==> config.mk <==
export PLATFORM = sky130hd
export DESIGN_NAME = spiRegPort
export DESIGN_NICKNAME = d
export VERILOG_FILES = /design/src/rtl/spiRegPkg.sv /design/src/rtl/spiRegCtrl.sv /design/src/rtl/spiRegData.sv /design/src/rtl/spiRegPort.sv
export SDC_FILE = /design/constraint.sdc
export NUM_CORES = 1
export LEC_CHECK = 0
export BUFFER_PORTS_ARGS = -buffer_cell sky130_fd_sc_hd__buf_2
export CAP_MARGIN = 20
export CORE_MARGIN = 5
export CORE_UTILIZATION = 50
export CTS_CLUSTER_DIAMETER = 30
export DETAILED_ROUTE_END_ITERATION = 16
export PLACE_DENSITY = 0.69
export SLEW_MARGIN = 20
export SYNTH_ARGS = -nofsm -noshare
export SYNTH_HDL_FRONTEND = slang
export SYNTH_SLANG_ARGS = --single-unit
==> constraint.sdc <==
create_clock -name clk -period 2.8 [get_ports clk]
set_input_delay 0 -clock clk [delete_from_list [all_inputs] [get_ports clk]]
set_output_delay 0 -clock clk [all_outputs]
set_load 0.02 [all_outputs]
==> src/rtl/spiRegPkg.sv <==
package spiRegPkg;
  typedef enum logic [1:0] {ST_IDLE, ST_INSTR, ST_DATA, ST_DONE} spiState_e;

  typedef struct packed {
    logic       sampleEn;
    logic       fallEn;
    logic       instrDone;
    logic       byteDone;
    logic       dataPhase;
    logic [2:0] bitIdx;
  } spiStrobe_t;

  localparam int CFG_ADDR  = 0;
  localparam int BANK_ADDR = 4;
endpackage

==> src/rtl/spiRegCtrl.sv <==
module spiRegCtrl
  import spiRegPkg::*;
#(
  parameter int SYNC_STAGES = 2,
  parameter int INSTR_W     = 16
) (
  input  logic       clk,
  input  logic       rstN,
  input  logic       sclk,
  input  logic       csN,
  input  logic       sdioIn,
  input  logic       lastByte,
  output spiStrobe_t strb,
  output logic       rxBit
);
  localparam int CNT_W = $clog2(INSTR_W);

  logic [SYNC_STAGES-1:0] sclkSync, csSync, dSync;
  logic sclkPrev, sclkS, csS, rise, fall;
  logic [CNT_W-1:0] cnt;
  spiState_e state;

  always_ff @(posedge clk or negedge rstN) begin
    if (!rstN) begin
      sclkSync <= '0;
      csSync   <= '1;
      dSync    <= '0;
      sclkPrev <= 1'b0;
    end else begin
      sclkSync <= {sclkSync[SYNC_STAGES-2:0], sclk};
      csSync   <= {csSync[SYNC_STAGES-2:0], csN};
      dSync    <= {dSync[SYNC_STAGES-2:0], sdioIn};
      sclkPrev <= sclkS;
    end
  end

  assign sclkS = sclkSync[SYNC_STAGES-1];
  assign csS   = csSync[SYNC_STAGES-1];
  assign rxBit = dSync[SYNC_STAGES-1];
  assign rise  = sclkS & ~sclkPrev;
  assign fall  = ~sclkS & sclkPrev;

  always_ff @(posedge clk or negedge rstN) begin
    if (!rstN) begin
      state <= ST_IDLE;
      cnt   <= '0;
    end else if (csS) begin
      state <= ST_IDLE;
      cnt   <= '0;
    end else begin
      case (state)
        ST_IDLE: begin
          state <= ST_INSTR;
          cnt   <= '0;
        end
        ST_INSTR: if (rise) begin
          if (cnt == CNT_W'(INSTR_W - 1)) begin
            state <= ST_DATA;
            cnt   <= '0;
          end else begin
            cnt <= cnt + CNT_W'(1);
          end
        end
        ST_DATA: if (rise) begin
          if (cnt == CNT_W'(7)) begin
            cnt <= '0;
            if (lastByte) state <= ST_DONE;
          end else begin
            cnt <= cnt + CNT_W'(1);
          end
        end
        default: ;
      endcase
    end
  end

  always_comb begin
    strb           = '0;
    strb.sampleEn  = rise && !csS && (state == ST_INSTR || state == ST_DATA);
    strb.instrDone = rise && !csS && state == ST_INSTR && cnt == CNT_W'(INSTR_W - 1);
    strb.byteDone  = rise && !csS && state == ST_DATA && cnt == CNT_W'(7);
    strb.fallEn    = fall && !csS && state == ST_DATA;
    strb.dataPhase = !csS && state == ST_DATA;
    strb.bitIdx    = cnt[2:0];
  end
endmodule

==> src/rtl/spiRegData.sv <==
module spiRegData
  import spiRegPkg::*;
#(
  parameter int NUM_REGS = 8,
  parameter int ADDR_W   = 13,
  parameter int LEN_W    = 2
) (
  input  logic                  clk,
  input  logic                  rstN,
  input  spiStrobe_t            strb,
  input  logic                  rxBit,
  input  logic                  updateStb,
  output logic                  lastByte,
  output logic                  sdioOut,
  output logic                  sdioOe,
  output logic                  sdoOut,
  output logic                  sdoOe,
  output logic [NUM_REGS*8-1:0] activeRegs
);
  localparam int INSTR_W = 1 + LEN_W + ADDR_W;
  localparam int IDX_W   = $clog2(NUM_REGS);

  logic [INSTR_W-1:0] shiftQ, shiftNext;
  logic [ADDR_W-1:0]  addrQ, addrStep, instrAddr;
  logic [LEN_W-1:0]   lenLeftQ, instrLen;
  logic               instrRw, isReadQ;
  logic               fourWireQ, lsbFirstQ, bankActQ;
  logic               outBitQ, inRange, wrEn, softRst;
  logic [IDX_W-1:0]   idx;
  logic [7:0]         rxByte, readByte, cfgView;
  logic [7:0]         bufQ [NUM_REGS];
  logic [7:0]         actQ [NUM_REGS];

  // Input shift path: bit order follows the live configuration.
  assign shiftNext = lsbFirstQ ? {rxBit, shiftQ[INSTR_W-1:1]}
                               : {shiftQ[INSTR_W-2:0], rxBit};
  assign rxByte    = lsbFirstQ ? shiftNext[INSTR_W-1 -: 8] : shiftNext[7:0];
  assign instrRw   = shiftNext[INSTR_W-1];
  assign instrLen  = shiftNext[INSTR_W-2 -: LEN_W];
  assign instrAddr = shiftNext[ADDR_W-1:0];

  assign addrStep = lsbFirstQ ? addrQ + ADDR_W'(1) : addrQ - ADDR_W'(1);
  assign inRange  = addrQ < ADDR_W'(NUM_REGS);
  assign idx      = addrQ[IDX_W-1:0];
  assign lastByte = (lenLeftQ == '0);

  assign wrEn    = strb.byteDone && !isReadQ && inRange;
  assign softRst = wrEn && idx == IDX_W'(CFG_ADDR) && rxByte[5];

  // Upper nibble stored, lower nibble presented as its mirror.
  assign cfgView = {fourWireQ, lsbFirstQ, 1'b0, 1'b0, 1'b0, 1'b0, lsbFirstQ, fourWireQ};

  always_comb begin
    if (!inRange)                        readByte = 8'h00;
    else if (idx == IDX_W'(CFG_ADDR))    readByte = cfgView;
    else if (idx == IDX_W'(BANK_ADDR))   readByte = {7'b0, bankActQ};
    else if (bankActQ)                   readByte = actQ[idx];
    else                                 readByte = bufQ[idx];
  end

  always_ff @(posedge clk or negedge rstN) begin
    if (!rstN) begin
      shiftQ   <= '0;
      addrQ    <= '0;
      lenLeftQ <= '0;
      isReadQ  <= 1'b0;
      outBitQ  <= 1'b0;
    end else begin
      if (strb.sampleEn) shiftQ <= shiftNext;
      if (strb.instrDone) begin
        addrQ    <= instrAddr;
        lenLeftQ <= instrLen;
        isReadQ  <= instrRw;
      end else if (strb.byteDone) begin
        addrQ    <= addrStep;
        lenLeftQ <= lenLeftQ - LEN_W'(1);
      end
      if (strb.fallEn)
        outBitQ <= lsbFirstQ ? readByte[strb.bitIdx] : readByte[3'd7 - strb.bitIdx];
    end
  end

  // Port configuration and bank select act immediately.
  always_ff @(posedge clk or negedge rstN) begin
    if (!rstN) begin
      fourWireQ <= 1'b0;
      lsbFirstQ <= 1'b0;
      bankActQ  <= 1'b0;
    end else if (softRst) begin
      fourWireQ <= 1'b0;
      lsbFirstQ <= 1'b0;
      bankActQ  <= 1'b0;
    end else if (wrEn && idx == IDX_W'(CFG_ADDR)) begin
      fourWireQ <= rxByte[7];
      lsbFirstQ <= rxByte[6];
    end else if (wrEn && idx == IDX_W'(BANK_ADDR)) begin
      bankActQ <= rxByte[0];
    end
  end

  for (genvar g = 0; g < NUM_REGS; g++) begin : gSlot
    if (g == CFG_ADDR || g == BANK_ADDR) begin : gCtl
      assign bufQ[g] = 8'h00;
      assign actQ[g] = 8'h00;
      assign activeRegs[g*8 +: 8] = (g == CFG_ADDR) ? cfgView : {7'b0, bankActQ};
    end else begin : gGen
      always_ff @(posedge clk or negedge rstN) begin
        if (!rstN) begin
          bufQ[g] <= 8'h00;
          actQ[g] <= 8'h00;
        end else if (softRst) begin
          bufQ[g] <= 8'h00;
          actQ[g] <= 8'h00;
        end else begin
          if (wrEn && idx == IDX_W'(g)) bufQ[g] <= rxByte;
          if (updateStb)                actQ[g] <= bufQ[g];
        end
      end
      assign activeRegs[g*8 +: 8] = actQ[g];
    end
  end

  assign sdioOut = outBitQ;
  assign sdoOut  = outBitQ;
  assign sdioOe  = strb.dataPhase && isReadQ && !fourWireQ;
  assign sdoOe   = strb.dataPhase && isReadQ && fourWireQ;
endmodule

==> src/rtl/spiRegPort.sv <==
module spiRegPort
  import spiRegPkg::*;
#(
  parameter int NUM_REGS    = 8,
  parameter int ADDR_W      = 13,
  parameter int LEN_W       = 2,
  parameter int SYNC_STAGES = 2
) (
  input  logic                  clk,
  input  logic                  rstN,
  input  logic                  sclk,
  input  logic                  csN,
  input  logic                  sdioIn,
  output logic                  sdioOut,
  output logic                  sdioOe,
  output logic                  sdoOut,
  output logic                  sdoOe,
  input  logic                  updateStb,
  output logic [NUM_REGS*8-1:0] activeRegs
);
  localparam int INSTR_W = 1 + LEN_W + ADDR_W;

  spiStrobe_t strb;
  logic rxBit, lastByte;

  spiRegCtrl #(.SYNC_STAGES(SYNC_STAGES), .INSTR_W(INSTR_W)) ctrl_i (
    .clk(clk), .rstN(rstN), .sclk(sclk), .csN(csN), .sdioIn(sdioIn),
    .lastByte(lastByte), .strb(strb), .rxBit(rxBit)
  );

  spiRegData #(.NUM_REGS(NUM_REGS), .ADDR_W(ADDR_W), .LEN_W(LEN_W)) data_i (
    .clk(clk), .rstN(rstN), .strb(strb), .rxBit(rxBit), .updateStb(updateStb),
    .lastByte(lastByte), .sdioOut(sdioOut), .sdioOe(sdioOe), .sdoOut(sdoOut),
    .sdoOe(sdoOe), .activeRegs(activeRegs)
  );
endmodule

# Word level (Yosys, flattened, before mapping)
# Index checks and enable logic that the tools add are counted.
# word_totals
word_cells	167
input_bits	6
ff_bits	145
output_inout_bits	68
# classes
n_mux	66
bitwise_logic	5
n_lt_le_gt_ge	4
n_eq_ne	17
addsub	5
reduce_logical	44
# op_table
operator	n
8-bit two-way mux	33
8-bit binary-select mux with 3-bit select	2
13-bit two-way mux	3
1-bit logical AND	23
4-bit two-way mux	5
2-bit nonzero test	10
16-bit two-way mux	1
2-bit two-way mux	8
3-bit by 1-bit inequality test with 1-bit output, second input constant	5
13-bit by 1-bit adder with 13-bit output, second input constant	1
13-bit by 4-bit < comparator with 1-bit output, second input constant	1
13-bit by 1-bit subtractor with 13-bit output, second input constant	1
3-bit equality test, second input constant	4
4-bit one-hot mux with 3 select lines	1
1-bit two-way mux	10
3-bit by 4-bit < comparator with 1-bit output, second input constant	2
1-bit binary-select mux with 3-bit select	2
3-bit by 2-bit equality test with 1-bit output, second input constant	2
2-bit one-hot mux with 3 select lines	1
6-bit AND reduction	1
4-bit by 1-bit adder with 4-bit output, second input constant	1
4-bit by 3-bit equality test with 1-bit output, second input constant	1
4-bit equality test, second input constant	1
4-bit >= comparator, second input constant	1
other kinds (16)	21

# Depth between registers and ports, before layout
# logic_depth
word_depth	11
ltp_mapped	10

# Hierarchy
# Synthesis repeated with hierarchy kept, for this count alone.
# hier_totals
hier_cells	859
area_unflattened_um2	8126.5
# modules_own_cells
module	area_each_um2	cells_each	instances
spiRegData	7448.4	798	1
spiRegCtrl	678.2	61	1

# Worst setup path after synthesis
# OpenSTA, ideal clock, no wires.
# synth_timing
path_type	register to register
from	reg data_i.lsbFirstQ
to	reg data_i.addrQ[12]
setup_ps	65
n_path_buf	1
t_arrival_ps	2509
path_stages_with_launch	11
synth_period_minus_slack_ps	2575
slack_ps	225
path_cell_list	dfrtp_1 -> clkbuf_1 -> inv_1 -> fa_1 -> a21oi_1 -> a2bb2oi_1 -> a211o_1 -> a31oi_1 -> xnor2_1 -> o32a_1 -> nand2_1
# synth_between
elab_chain_len	3
# synth_rtl
item	line_no	text
start, declared	spiRegData.sv:27	logic fourWireQ, lsbFirstQ, bankActQ;
start signal, assigned	spiRegData.sv:95	lsbFirstQ <= rxByte[6];
13-bit two-way mux	spiRegData.sv:42	assign addrStep = lsbFirstQ ? addrQ + ADDR_W'(1) : addrQ - ADDR_W'(1);
13-bit two-way mux	spiRegData.sv:74	end else if (strb.byteDone) begin
13-bit two-way mux *	spiRegData.sv:70	if (strb.instrDone) begin
end signal, assigned	spiRegData.sv:71	addrQ <= instrAddr;
end signal, assigned	spiRegData.sv:75	addrQ <= addrStep;
end, declared	spiRegData.sv:24	logic [ADDR_W-1:0] addrQ, addrStep, instrAddr;
# Every way passes the cells marked *; elsewhere a longest branch is shown, timed or not. The select of a mux whose other input is x is not followed.
# A chain may end at the register's enable or synchronous reset.

# Worst setup path after layout
# layout_timing
from	reg data_i.addrQ[1]
to	reg data_i.outBitQ, in the netlist data_i.sdioOut
# layout_between
elab_chain_len	11
# layout_rtl
item	line_no	text
3-bit inverter with 4-bit output (not written as such)	spiRegData.sv:57, spiRegData.sv:58	
8-bit binary-select mux with 3-bit select, on equally long branches	spiRegData.sv:58, spiRegData.sv:57	
8-bit two-way mux, on equally long branches (2 in a row)	spiRegData.sv:58, spiRegData.sv:57	
8-bit two-way mux	spiRegData.sv:57	else if (bankActQ) readByte = actQ[idx];
8-bit two-way mux	spiRegData.sv:56	else if (idx == IDX_W'(BANK_ADDR)) readByte = {7'b0, bankActQ};
8-bit two-way mux	spiRegData.sv:55	else if (idx == IDX_W'(CFG_ADDR)) readByte = cfgView;
8-bit two-way mux *	spiRegData.sv:54	if (!inRange) readByte = 8'h00;
1-bit binary-select mux with 3-bit select	spiRegData.sv:79	outBitQ <= lsbFirstQ ? readByte[strb.bitIdx] : readByte[3'd7 - strb.bitIdx];
1-bit two-way mux (not written as such)	spiRegData.sv:79	
1-bit two-way mux *	spiRegData.sv:79	
end signal, assigned	spiRegData.sv:79	
end, declared	spiRegData.sv:28	logic outBitQ, inRange, wrEn, softRst;
# Marks and branches as above.

==> qor.csv <==
stage,metric,value,unit
status,run status,"finished, final reports clean",
routing,Vias per Instance,6.00,
worst_setup_path,Worst EP arrival,2.92,ns
grt,All-Layer GR Usage,22.4,%
worst_setup_path,critical path buffer and inverter count,1,
synth,Synth cell types,65,
cells_and_area,layout cells sized above 1,19.3,%
worst_setup_path,CP Data Required Time,3.12,ns
cells_and_area,Diodes inserted,0,
cts,total CTS buffers,17,
worst_setup_path,Crit path depth,8,
synth,synth warn,0,
die,die extent in y,135,um
routing,Initial DRT Pass Iterations,5,
cells_and_area,Layout Area Growth over Synthesis,15.8,%
power,maximum vdd drop,0.000443,V
power,power per cell area,621,nW/um^2
worst_setup_path,Critical Path End Type,flop,
worst_setup_path,reg2reg path depth,8,
worst_setup_path,CP Launch Type,flop,
timing,slew margin rel.,42.7,%
cts,CTS tree,built,
cts,htree depth,4,
worst_setup_path,delay of the slowest critical-path stage,0.51,ns
worst_setup_path,CP max-delay cell,mux4_2,
routing,WL/cell,18.9,um
power,Leak Pwr,4.22,nW
worst_setup_path,Worst R2R End,data_i.sdioOut,
routing,number of DRC markers in iteration 0,499,
synth,Mapped Area,7840,um^2
synth,commonest cells in the netlist,"dfrtp_1, nor2_1, mux2i_1",
timing,Final Setup Violations,0,
synth,top-area cell type share of the netlist area,45.6,%
run,total of max-cap violations,0,
cts,clock buffer depth,2,
synth,#FFs+latches synth,145,
routing,DR DRC count,0,
routing,Post-Route WL,20200,um
timing,RSZ-0062 raised after global routing,false,
place,gpl congestion,0.887,
routing,via count,6391,
worst_setup_path,"delay-heaviest family, CP",multiplexers,
worst_setup_path,most frequent CP cell,mux4_2,
die,Die X,135,um
die,row cnt,45,
die,full die area,18300,um^2
synth,syn_area_per_cell,9.99,um^2
cts,root buf cell,clkbuf_16,
cts,"Clk Latency, worst-skew pair",0.42,ns
worst_setup_path,R2R setup slack,0.20,ns
cts,clk sink count,145,
worst_setup_path,kind of critical path,flop to flop,
timing,fin. max-slew vios,0,
grt,vias in the first global route,6282,
place,HPWL Detailed,14100,um
routing,post-route ant nets,0,
timing,Setup TNS Final,0,ns
synth,Synth area leaders,"dfrtp_1, mux2i_1, nor2_1",
synth,sequential cell area fraction in the yosys report,46.3,%
cts,Worst-path clk slew,0.06,ns
worst_setup_path,Max Fanout on Critical Path,15,
grt,global-route wire length before repair,32700,um
synth,Most used DFF post-synth,dfrtp_1,
synth,leading area contributor after synthesis,dfrtp_1,
worst_setup_path,reg2reg start,data_i.addrQ[1],
cells_and_area,Nets,865,
cells_and_area,# fillers,1300,
min_path,Hold EP,data_i.activeRegs[40],
place,pre-CTS setup slack,0.188,ns
worst_setup_path,CP cell instances,buf_4 -> mux2i_1 -> mux4_2 -> mux4_2 -> nor3b_2 -> a311o_1 -> o311ai_1 -> a311oi_1,
timing,final worst slack,0.201,ns
grt,initial antenna violation count,0,
synth,async set-reset flop share out of synthesis,100,%
timing,Final Cycle Share,92.8,%
synth,cell count after synthesis,785,
place,Port Buffers,62,
min_path,Hold WC Path Type,input port to flop,
timing,skew final,0.00809,ns
grt,total grt overflow,0,
min_path,min-delay src,updateStb,
min_path,Hold Path Stages,3,
timing,final hold violation count,0,
timing,worst slew pin tran,0.859,ns
synth,most frequent cell after synthesis,dfrtp_1,
timing,FMAX,0.385,GHz
die,io pins,74,
die,starting density of the core,51.2,%
die,core footprint,15300,um^2
grt,largest net degree at the start of global routing,68,
timing,Final min period,2.60,ns
synth,Post-synth EDFFs,0,
[area by class of cell]
| cell class | count | area, um^2 | share of cell area [%] |
|---|---|---|---|
| Inverter | 14 | 52.6 | 0.579 |
| Multi-Input combinational cell | 565 | 3840 | 42.3 |
| Tap cell | 211 | 264 | 2.91 |
| Sequential cell | 145 | 3630 | 40.0 |
| Clock buffer | 19 | 443 | 4.88 |
| Clock inverter | 13 | 175 | 1.93 |
| Timing Repair Buffer | 99 | 667 | 7.35 |
[worst max-delay path by stage]
stage | from | endpoint | slack (ns)
6_report | data_i.addrQ[1] | data_i.sdioOut | 0.20
5_1_grt | ctrl_i.cnt[1] | data_i.bufQ[9] | 0.02
4_1_cts | ctrl_i.state[0] | data_i.bufQ[34] | 0.15
3_5_place_dp | ctrl_i.state[0] | data_i.bufQ[34] | 0.19
3_3_place_gp | data_i.bankActQ | data_i.sdioOut | 0.22
2_1_floorplan | data_i.lsbFirstQ | data_i.addrQ[12] | 0.23
[metal layers]
layer | GRT usage, % | routed length (um)
met1 | 30.1 | 8640
met4 | 9.07 | 581
met5 | 0 | 0
met3 | 4.31 | 1120
met2 | 36.0 | 9850
[repair_timing]
| action | in CTS | in global routing |
|---|---|---|
| setup buffers | 0 | 1 |
| setup endpoints to repair | 0 | 35 |
| gates resized for setup | 0 | 4 |
| endpoints found under the hold margin | 68 | 0 |
| hold buffers | 4 | 0 |
[layout by cell type, fill, tap and decap left out, types with 7 or more instances in the layout]
master     netlist  routed
nor2b_1         11      11
inv_1           13      13
conb_1           1      11
o221ai_1         7       7
mux4_2           8       8
clkbuf_16        0      18
nand3_1         10      10
ha_1            16      16
nor2_1         139     138
a21oi_1         51      51
nor3_1          10      10
o21ai_0         17      17
o2bb2ai_1        9       9
a211oi_1        54      54
buf_4           19      27
nand2_1         41      41
mux2i_1         74      74
buf_2           11      61
mux2_2          14      14
dfrtp_1        143     141
[per-stage QoR]
step	cell area [um^2]	hold slack (ns)	cells	utilization [%]	power, mW
3_5_place_dp	8390	0.0457	1028	54.8	3.27
4_1_cts	9040	0.118	1064	59.1	5.65
5_1_grt	9080	0.141	1066	59.3	5.86
6_report	9080	0.122	1066	59.3	5.63
2_1_floorplan	7880	-0.296	795	-	2.96
3_3_place_gp	8390	0.0429	1028	54.8	3.23
[power by group]
part           internal (mW)  total (mW)  switching (mW)
logic                  0.282       0.881           0.599
clock network           1.44        2.38           0.938
registers               2.24        2.37           0.131
[sequential cells by signal, summed over array words and instances, names as in the netlist]
register,cells
ctrl_i.cnt,4
ctrl_i.csSync,2
ctrl_i.dSync,2
ctrl_i.sclkPrev,1
ctrl_i.sclkSync,2
ctrl_i.state,2
data_i.activeRegs,48
data_i.addrQ,13
data_i.bankActQ,1
data_i.bufQ,48
data_i.fourWireQ,1
data_i.isReadQ,1
data_i.lenLeftQ,2
data_i.lsbFirstQ,1
data_i.sdioOut,1
data_i.shiftQ,16
[worst reg2reg max path: cells and delay by family (launching register included)]
family,cells,cell delay (ns)
AO/OA/AOI/OAI,3,0.51
buffers and inverters,1,0.21
flip-flops,1,0.42
multiplexers,3,1.16
AND/OR/NAND/NOR,1,0.19
[cells by family (layout without fill, tap and decap cells)]
kind of cell    Yosys count  count (layout)  share of synthesized area, %
fa+ha+maj                17              17                          2.81
buf+inv                  85             145                          5.25
xor+xnor                  9               9                          1.01
compound gates          186             186                          16.4
simple gates            246             246                          14.4
flops                   145             145                          46.3
mux                      96              96                          13.8
other cells               1              11                        0.0478
No activity file was read; power rests on OpenSTA's default activity.
